**src/rtl/tap_tune_pkg.sv**
```systemverilog
package tap_tune_pkg;
    typedef enum logic [1:0] {
        ST_IDLE  = 2'd0,
        ST_PROBE = 2'd1,
        ST_EVAL  = 2'd2
    } tune_state_e;
endpackage

```
**src/rtl/tap_result_store.sv**
```systemverilog
module tap_result_store #(
    parameter int MAX_TAPS = 8,
    parameter int TAP_W    = 3
) (
    input  logic                clk,
    input  logic                rst_n,
    input  logic                clear,
    input  logic                wr_en,
    input  logic                wr_second,
    input  logic [TAP_W-1:0]    wr_tap,
    input  logic                pass_in,
    input  logic                cmp_in,
    output logic [MAX_TAPS-1:0] pass_a,
    output logic [MAX_TAPS-1:0] pass_b,
    output logic [MAX_TAPS-1:0] cmp_a,
    output logic [MAX_TAPS-1:0] cmp_b
);
    typedef struct packed {
        logic [MAX_TAPS-1:0] pa;
        logic [MAX_TAPS-1:0] pb;
        logic [MAX_TAPS-1:0] ca;
        logic [MAX_TAPS-1:0] cb;
    } maps_t;

    maps_t maps_q, maps_d;

    always_comb begin
        maps_d = maps_q;
        if (clear) begin
            maps_d = '0;
        end else if (wr_en) begin
            if (!wr_second) begin
                maps_d.pa[wr_tap] = pass_in;
                maps_d.ca[wr_tap] = cmp_in;
            end else begin
                maps_d.pb[wr_tap] = pass_in;
                maps_d.cb[wr_tap] = cmp_in;
            end
        end
    end

    always_ff @(posedge clk) begin
        if (!rst_n) maps_q <= '0;
        else        maps_q <= maps_d;
    end

    assign pass_a = maps_q.pa;
    assign pass_b = maps_q.pb;
    assign cmp_a  = maps_q.ca;
    assign cmp_b  = maps_q.cb;
endmodule

```
**src/rtl/tap_window_eval.sv**
```systemverilog
module tap_window_eval #(
    parameter int MAX_TAPS       = 8,
    parameter int TAP_W          = 3,
    parameter int CNT_W          = 4,
    parameter int MIN_RUN_STRICT = 3,
    parameter int MIN_RUN_FULL   = 1
) (
    input  logic [CNT_W-1:0]    n_taps,
    input  logic [MAX_TAPS-1:0] pass_a,
    input  logic [MAX_TAPS-1:0] pass_b,
    input  logic [MAX_TAPS-1:0] cmp_a,
    input  logic [MAX_TAPS-1:0] cmp_b,
    output logic [TAP_W-1:0]    tap_out,
    output logic                found
);
    localparam int POS_N = 2 * MAX_TAPS;
    localparam int POS_W = $clog2(POS_N + 1);

    logic [MAX_TAPS-1:0] lane_on;
    logic [MAX_TAPS-1:0] good_pass, good_cmp, src;
    logic                all_pass;
    logic [POS_N-1:0]    src_ext, doubled;
    logic [POS_W-1:0]    run_len, run_s, best_len, best_s, best_e, min_len;
    logic [POS_W:0]      pos_sum;
    logic [POS_W-1:0]    mid, n_ext;

    for (genvar k = 0; k < MAX_TAPS; k++) begin : g_lane
        assign lane_on[k] = (n_taps > CNT_W'(k));
    end

    // a tap is good only if both passes agree
    assign good_pass = pass_a & pass_b & lane_on;
    assign good_cmp  = cmp_a & cmp_b & lane_on;
    // choose the result kind and the minimum window
    assign all_pass  = &(good_pass | ~lane_on);
    assign src       = all_pass ? good_cmp : good_pass;
    assign min_len   = all_pass ? POS_W'(MIN_RUN_FULL) : POS_W'(MIN_RUN_STRICT);

    assign src_ext = POS_N'(src);
    assign doubled = src_ext | (src_ext << n_taps);
    assign n_ext   = POS_W'(n_taps);

    // longest run, ties keep the earliest
    always_comb begin
        run_len  = '0;
        run_s    = '0;
        best_len = '0;
        best_s   = '0;
        best_e   = '0;
        for (int j = 0; j < POS_N; j++) begin
            if (doubled[j]) begin
                if (run_len == '0) run_s = POS_W'(j);
                run_len = run_len + POS_W'(1);
                if (run_len > best_len) begin
                    best_len = run_len;
                    best_s   = run_s;
                    best_e   = POS_W'(j + 1);
                end
            end else begin
                run_len = '0;
            end
        end
    end

    // centre of the window, folded back into 0..N-1
    assign pos_sum = {1'b0, best_s} + {1'b0, best_e};
    assign mid     = pos_sum[POS_W:1];
    assign tap_out = (mid >= n_ext) ? TAP_W'(mid - n_ext) : TAP_W'(mid);
    assign found   = (best_len >= min_len);
endmodule

```
**src/rtl/tap_window_tuner.sv**
```systemverilog
module tap_window_tuner
    import tap_tune_pkg::*;
#(
    parameter int MAX_TAPS       = 8,
    parameter int MIN_RUN_STRICT = 3,
    parameter int MIN_RUN_FULL   = 1,
    localparam int TAP_W = (MAX_TAPS > 1) ? $clog2(MAX_TAPS) : 1,
    localparam int CNT_W = $clog2(MAX_TAPS + 1)
) (
    input  logic             clk,
    input  logic             rst_n,
    input  logic             start,
    input  logic [CNT_W-1:0] tap_count,
    input  logic             probe_done,
    input  logic             probe_pass,
    input  logic             cmp_pass,
    output logic [TAP_W-1:0] probe_tap,
    output logic             busy,
    output logic [TAP_W-1:0] sel_tap,
    output logic             done,
    output logic             err,
    output logic             retune_en
);
    localparam logic [CNT_W-1:0] MAX_CNT = CNT_W'(MAX_TAPS);

    typedef struct packed {
        tune_state_e      st;
        logic [TAP_W-1:0] tap;
        logic             second;
        logic [TAP_W-1:0] sel;
        logic             done;
        logic             err;
        logic             retune;
    } ctl_t;

    ctl_t ctl_q, ctl_d;

    logic [MAX_TAPS-1:0] pass_a, pass_b, cmp_a, cmp_b;
    logic [TAP_W-1:0]    eval_tap;
    logic                eval_found;
    logic                wr_en;
    logic [CNT_W-1:0]    last_tap;

    assign last_tap = tap_count - CNT_W'(1);
    assign wr_en    = !start && (ctl_q.st == ST_PROBE) && probe_done;

    tap_result_store #(.MAX_TAPS(MAX_TAPS), .TAP_W(TAP_W)) u_store (
        .clk       (clk),
        .rst_n     (rst_n),
        .clear     (start),
        .wr_en     (wr_en),
        .wr_second (ctl_q.second),
        .wr_tap    (ctl_q.tap),
        .pass_in   (probe_pass),
        .cmp_in    (cmp_pass),
        .pass_a    (pass_a),
        .pass_b    (pass_b),
        .cmp_a     (cmp_a),
        .cmp_b     (cmp_b)
    );

    tap_window_eval #(
        .MAX_TAPS      (MAX_TAPS),
        .TAP_W         (TAP_W),
        .CNT_W         (CNT_W),
        .MIN_RUN_STRICT(MIN_RUN_STRICT),
        .MIN_RUN_FULL  (MIN_RUN_FULL)
    ) u_eval (
        .n_taps  (tap_count),
        .pass_a  (pass_a),
        .pass_b  (pass_b),
        .cmp_a   (cmp_a),
        .cmp_b   (cmp_b),
        .tap_out (eval_tap),
        .found   (eval_found)
    );

    always_comb begin
        ctl_d = ctl_q;
        if (start) begin
            ctl_d.tap    = '0;
            ctl_d.second = 1'b0;
            ctl_d.sel    = '0;
            ctl_d.done   = 1'b0;
            ctl_d.err    = 1'b0;
            ctl_d.retune = 1'b0;
            if (tap_count == '0) begin
                ctl_d.st   = ST_IDLE;
                ctl_d.done = 1'b1;
            end else if (tap_count > MAX_CNT) begin
                ctl_d.st   = ST_IDLE;
                ctl_d.done = 1'b1;
                ctl_d.err  = 1'b1;
            end else begin
                ctl_d.st = ST_PROBE;
            end
        end else begin
            unique case (ctl_q.st)
                ST_PROBE: begin
                    if (probe_done) begin
                        if (CNT_W'(ctl_q.tap) == last_tap) begin
                            ctl_d.tap = '0;
                            if (ctl_q.second) ctl_d.st = ST_EVAL;
                            else              ctl_d.second = 1'b1;
                        end else begin
                            ctl_d.tap = ctl_q.tap + TAP_W'(1);
                        end
                    end
                end
                ST_EVAL: begin
                    ctl_d.st     = ST_IDLE;
                    ctl_d.done   = 1'b1;
                    ctl_d.err    = !eval_found;
                    ctl_d.retune = eval_found;
                    ctl_d.sel    = eval_found ? eval_tap : '0;
                end
                default: ;
            endcase
        end
    end

    always_ff @(posedge clk) begin
        if (!rst_n) begin
            ctl_q.st     <= ST_IDLE;
            ctl_q.tap    <= '0;
            ctl_q.second <= 1'b0;
            ctl_q.sel    <= '0;
            ctl_q.done   <= 1'b0;
            ctl_q.err    <= 1'b0;
            ctl_q.retune <= 1'b0;
        end else begin
            ctl_q <= ctl_d;
        end
    end

    assign probe_tap = ctl_q.tap;
    assign busy      = (ctl_q.st != ST_IDLE);
    assign sel_tap   = ctl_q.sel;
    assign done      = ctl_q.done;
    assign err       = ctl_q.err;
    assign retune_en = ctl_q.retune;
endmodule

```
**config.mk**
```make
export PLATFORM = sky130hd
export DESIGN_NAME = tap_window_tuner
export DESIGN_NICKNAME = d
export VERILOG_FILES = /design/src/rtl/tap_tune_pkg.sv /design/src/rtl/tap_result_store.sv /design/src/rtl/tap_window_eval.sv /design/src/rtl/tap_window_tuner.sv
export SDC_FILE = /design/constraint.sdc
export NUM_CORES = 1
export LEC_CHECK = 0
export ABC_AREA = 1
export BUFFER_PORTS_ARGS = -buffer_cell sky130_fd_sc_hd__buf_2
export CAP_MARGIN = 0
export CORE_UTILIZATION = 32
export CTS_BUF_LIST = sky130_fd_sc_hd__clkbuf_4 sky130_fd_sc_hd__clkbuf_8
export DETAILED_ROUTE_END_ITERATION = 6
export PLACE_DENSITY = 0.49
export SLEW_MARGIN = 20
export SYNTH_ARGS = -nofsm -noshare
export SYNTH_HDL_FRONTEND = slang
export SYNTH_SLANG_ARGS = --single-unit
```
**constraint.sdc**
```tcl
create_clock -name clk -period 43.7 [get_ports clk]
set_input_delay 4.37 -clock clk [delete_from_list [all_inputs] [get_ports clk]]
set_output_delay 4.37 -clock clk [all_outputs]
set_load 0.05 [all_outputs]
```
# Word-level counts from Yosys, hierarchy flattened
# Index checks and enable logic that the tools add are counted.
# word_totals
regBits,44
output_inout_bits,10
# op_classes
add_sub_neg,19
magnitude_cmp,28
eq_ne,6
shift,1
muxes,162
n_bitwise,9
n_reduce_logical,31
# op_table
cell,n
two-way mux 5 bit,134
logical NOT 5 bit,15
"adder 5 x 1 -> 5 bit, second input constant",14
> comparator 5 bit,14
bitwise AND 8 bit,4
bitwise mux 8 bit,4
"> comparator 4 x 3 -> 1 bit, second input constant",4
OR 8 x 16 -> 16 bit,1
<< shifter 8 x 4 -> 16 bit,1
two-way mux 12 bit,1
two-way mux 2 bit,6
two-way mux 6 bit,2
two-way mux 3 bit,3
"> comparator 4 x 1 -> 1 bit, second input constant",2
"> comparator 4 x 2 -> 1 bit, second input constant",2
two-way mux 1 bit,8
two-way mux 8 bit,1
NOT 8 bit,1
OR 8 bit,1
AND reduction 8 bit,1
adder 5 x 5 -> 6 bit,1
"inequality test 3 bit, second input constant",2
AND reduction 2 bit,3
>= comparator 5 x 4 -> 1 bit,1
other kinds (25),30

# Longest topological paths before layout
# depth
ltp_word,60
mapped_depth,175
ltp_nobuf,165

# Modules after synthesis
# From an unflattened synthesis, not the netlist that was laid out.
# hier_totals
cells_unflattened,1538
area_unflattened_um2,8774.7
# modules_own_cells
module,n_inst,cells_each,area_per_inst_um2,seq_area_each_um2
tap_window_eval,1,1198,6548.8,0.0
tap_result_store,1,218,1437.6,640.6
tap_window_tuner,1,122,788.3,240.2

# Worst setup path after synthesis
# No wires, ideal clock.
# synth_path
path_type,input -> register
from,input tap_count[0]
to,"register ctl_q, in the netlist sel_tap[2]"
arrival_ps,27595
path_slack_ps,16035
stages,164
cell_sequence,buf_2 -> inv_1 -> buf_1 -> ha_1 -> inv_1 -> nand2_1 -> nand2_1 -> nand3_1 -> nand2_1 -> nor2_4 -> nand2_4 -> nand2_2 -> nand3_1 -> nand2_1 -> nand2_1 -> o21ai_1 -> ha_1 -> ha_1 -> (+128 left out) -> a21oi_1 -> clkbuf_1 -> nand3_1 -> nor3_1 -> a31oi_1 -> ha_1 -> a21oi_1 -> nand2_1 -> nand2_1 -> nand2_1 -> ha_1 -> a21o_1 -> a221o_1 -> nor2_1 -> inv_1 -> nand2_1 -> nand3_1 -> a21oi_1
# synth_between
elab_chain_cells,58
word_cells_on_any_way,206
classes_between,17 x add/sub; 25 x order compare; 1 x shift; 142 x mux; 5 x bitwise; 16 x reduce/logical
# synth_lines
element,line,text
from (decl),tap_window_tuner.sv:13,"input logic [CNT_W-1:0] tap_count,"
> comparator 4 x 1 -> 1 bit (tied with other cells),tap_window_eval.sv:28,assign lane_on[k] = (n_taps > CNT_W'(k));
bitwise AND 8 bit or NOT 8 bit (tied branches),"tap_window_eval.sv:32, tap_window_eval.sv:35",
OR 8 bit,tap_window_eval.sv:35,assign all_pass = &(good_pass | ~lane_on);
AND reduction 8 bit,tap_window_eval.sv:35,
two-way mux 8 bit,tap_window_eval.sv:36,assign src = all_pass ? good_cmp : good_pass;
<< shifter 8 x 4 -> 16 bit,tap_window_eval.sv:40,assign doubled = src_ext | (src_ext << n_taps);
OR 8 x 16 -> 16 bit,tap_window_eval.sv:40,
two-way mux 1 bit,tap_window_eval.sv:51,if (doubled[j]) begin
(+42 left out),-,
two-way mux 5 bit,tap_window_eval.sv:51,
> comparator 5 bit,tap_window_eval.sv:54,if (run_len > best_len) begin
two-way mux 5 bit,tap_window_eval.sv:54,
two-way mux 5 bit,tap_window_eval.sv:51,
adder 5 x 5 -> 6 bit,tap_window_eval.sv:66,"assign pos_sum = {1'b0, best_s} + {1'b0, best_e};"
>= comparator 5 x 4 -> 1 bit or subtractor 3 bit (tied branches),tap_window_eval.sv:68,assign tap_out = (mid >= n_ext) ? TAP_W'(mid - n_ext) : TAP_W'(mid);
two-way mux 3 bit,tap_window_eval.sv:68,
two-way mux 3 bit *,tap_window_tuner.sv:115,ctl_d.sel = eval_found ? eval_tap : '0;
to (signal assigned),tap_window_tuner.sv:132,ctl_q <= ctl_d;
to (decl),tap_window_tuner.sv:36,"ctl_t ctl_q, ctl_d;"
# Mark *: on every way between the ends. The rest lies on a longest branch, timed or not. The select of a mux whose other input is x is not followed.
# A chain may end at the register's enable or synchronous reset.

# Final worst setup path
# layout_path
from,input tap_count[1]
to,"register ctl_q, in the netlist sel_tap[2]"
# Same word-level chain as after synthesis.

==> impl_metrics.csv <==
group,metric,value,unit
status,status,"finished clean",
timing,fin_tns_setup,0,ps
timing,slew_viol_final,0,
place,postPlaceCellArea,8354,sq um
detailed_routing,wl_met1,11120,um
place,gp_congestion,0.8460,
timing,max_freq,0.03146,GHz
die,dieArea,25600,sq um
critical_path,r2r_start,"u_store.pass_b[6]",
die,start_util,32.75,%
detailed_routing,vias,8521,
power,peakVddDrop,0.02176,mV
critical_path,cpLargestDelayFamily,"compound AO/OA/AOI/OAI gates",
synth,yosys.area.top_type_share,18.14,%
place,port_buffers,19,
critical_path,worstPathRequired,43930,ps
detailed_routing,route.detailed.drc,0,
power,power_frac_seq,20.7,%
worst_hold_path,whs_endpoint,"u_store.pass_b[6]",
critical_path,cpMostUsedCell,"nand2_1",
clock_tree,clk_pin_slew,80,ps
worst_hold_path,whs_path_depth,2,
global_routing,grt_max_degree,28,
critical_path,r2r_setup_slack,16780,ps
detailed_routing,first_iter_violations,401,
timing,period_minus_slack,31790,ps
clock_tree,cts_hold_buf,0,
final_layout,syn2layout_area_growth,5.749,%
power,p_leak,4.482,nW
power,switching_share,49.13,%
critical_path,critPathCaptureType,"flip-flop",
synth,synth.ff_latch_count,44,
die,die_x,160.0,um
timing,finalSetupViolCount,0,
detailed_routing,wl_per_cell,12.78,um
power,pwr-share-clk,13.4,%
die,die_y,160.0,um
die,core,24390,sq um
synth,synth_nets,1518,
timing,hold_violations,0,
global_routing,grt_first_pass_wirelength,37990,um
final_layout,finalNonFillerCells,1741,
power,cellPowerDensity,23.48,nW/um^2
timing,rsz0062_at_grt,"no",
power,pwr-share-comb,65.9,%
synth,ys_types,54,
synth,yosysSeqAreaShare,11.03,%
flow_run,cap_viol_max_count,0,
detailed_routing,met2_wirelength,10520,um
critical_path,worst-path-max-fanout,13,
critical_path,worstPathArrival,32020,ps
place,dp.cells,1733,
clock_tree,cts_tree,"yes",
clock_tree,clockBufferDepth,2,
place,dpl.hpwl,19020,um
timing,fin_skew,6.999,ps
clock_tree,cts_setup_buffers,0,
final_layout,fillCellCount,2790,
detailed_routing,first_pass_iters,5,
final_layout,n_antenna_cell,0,
global_routing,grt_overflow,0,
global_routing,antenna_found_initial,0,
synth,syn-cell-area,7988,sq um
final_layout,final_area,8447,sq um
global_routing,grt_pass1_vias,8027,
timing,tightest_slew,999.9,ps
timing,slew_headroom,33.34,%
clock_tree,h-tree-depth,2,
detailed_routing,wl_met3,442,um
clock_tree,cts_buffers,5,
die,rows,57,
detailed_routing,ant_nets,0,
final_layout,layout_common_cells,"nand2_1, inv_1, nor2_1",
final_layout,nNetsFinal,1514,
critical_path,critPathLaunchType,"primary input",
timing,fin_crit_sh,72.75,%
critical_path,cp_slowest_cell,"a21oi_1",
global_routing,grtUsageTotal,17.54,%
critical_path,r2r_end,"sel_tap[2]",
power,p_sw,0.09744,mW
critical_path,worst-path-buf-inv,28,
critical_path,crit_type,"primary input to flip-flop",
final_layout,multi_input_area,6068,sq um
synth,yosys-top-cells-area,"nand2_1, ha_1, dfxtp_1",
clock_tree,clock_latency,300,ps
synth,avgSynthCellArea,5.625,sq um
synth,ys.warnings.count,0,
die,ioPinCount,20,
clock_tree,post_cts_resized,0,
power,p_int,0.1009,mW
synth,synth_largest_area_cell,"nand2_1",
final_layout,utilization,34.63,%
detailed_routing,via_per_inst,4.894,
detailed_routing,wirelength,22260,um
synth,synthCells,1420,
clock_tree,cts_root_buf,"clkbuf_8",
worst_hold_path,min_path_type,"flip-flop to flip-flop",
final_layout,final_common_cell,"nand2_1",
clock_tree,cts_sinks,44,
detailed_routing,top_layer,"met4",
worst_hold_path,worstHoldStart,"u_store.pass_b[6]",
final_layout,drive_above_1_share,9.104,%
critical_path,crit_path_max_incr_delay,800,ps
final_layout,regArea,880.8,sq um
critical_path,reg2reg_depth,148,
==> stage by stage <==
stage          setup slack (ps)  hold slack (ps)  power [mW]
2_1_floorplan             16040            441.1      0.1454
3_3_place_gp              12060            456.2      0.1731
3_5_place_dp              11730            456.7      0.1726
4_1_cts                   11960            470.2      0.2005
5_1_grt                    8558            480.0      0.2219
6_report                  11910            466.5      0.1983
==> final cells by class <==
cell class              instances  area share [%]
well taps                     324           4.799
flip-flops and latches         44           10.43
repair buffers                 23           1.481
clock inverters                 2          0.1185
multi-input cells            1109           71.84
clock buffers                   6          0.9776
inverters                     233           10.35
==> state kept, by name (all words and copies together) (netlist names) <==
register and cells:
sel_tap 3, u_store.pass_a 8, u_store.cmp_a 8, ctl_q 3
retune_en 1, u_store.cmp_b 8, done 1, probe_tap 3
u_store.pass_b 8, err 1
==> tightest hold or removal path, delay by kind of cell, from the launching register on <==
kind	cells	cell delay, ps
flops	1	320
compound gates	1	50
simple gates	1	60
==> metal layers <==
metal | up-vias | global-route usage, %
li1 | 4594 | -
met5 | - | 0
met1 | 3835 | 23.34
met4 | 0 | 2.338
met2 | 78 | 31.56
met3 | 14 | 1.091
==> how the worst max path moves through the flow <==
stage	start	endpoint	slack, ps	depth (start not counted)
2_1_floorplan	tap_count[0]	sel_tap[2]	16040	164
3_3_place_gp	tap_count[1]	sel_tap[2]	12060	154
3_5_place_dp	tap_count[1]	sel_tap[2]	11730	154
4_1_cts	tap_count[1]	sel_tap[2]	11960	154
5_1_grt	tap_count[1]	sel_tap[1]	8560	159
6_report	tap_count[1]	sel_tap[2]	11910	154
==> cells in the mapped netlist (all sizes together) <==
master,count
and2,3
clkbuf,21
nand3,137
a31oi,7
fa,2
nor3,23
nand3b,5
dfxtp,44
a21o,1
o311ai,1
nor4,2
a221o,1
a211oi,3
o22ai,2
nand2,419
o21ai,111
a311o,1
xor2,4
a2111oi,7
xnor2,3
or2,2
a32oi,1
a311oi,2
buf,13
ha,86
nor2,174
clkinv,5
and3,1
a21boi,1
a221oi,1
o21a,7
o31ai,5
a21oi,66
inv,228
o221ai,1
o211ai,7
nand4,23
==> power groups by stage <==
stage / sequential, mW / clock, mW / combinational (mW)
6_report: 0.0410 / 0.0266 / 0.131
2_1_floorplan: 0.0425 / 0 / 0.103
3_3_place_gp: 0.0420 / 0 / 0.131
3_5_place_dp: 0.0420 / 0 / 0.131
5_1_grt: 0.0411 / 0.0296 / 0.151
4_1_cts: 0.0410 / 0.0276 / 0.132
==> kinds of logic after synthesis <==
logic type,after synthesis,synth area share (%)
XOR/XNOR,7,0.7676
buffers and inverters,267,13.08
AND/OR/NAND/NOR,789,45.05
adder cells (fa/ha/maj),88,13.97
flip-flops,44,11.03
AO/OA/AOI/OAI,225,16.10
Power figures use the tool's default switching activity.
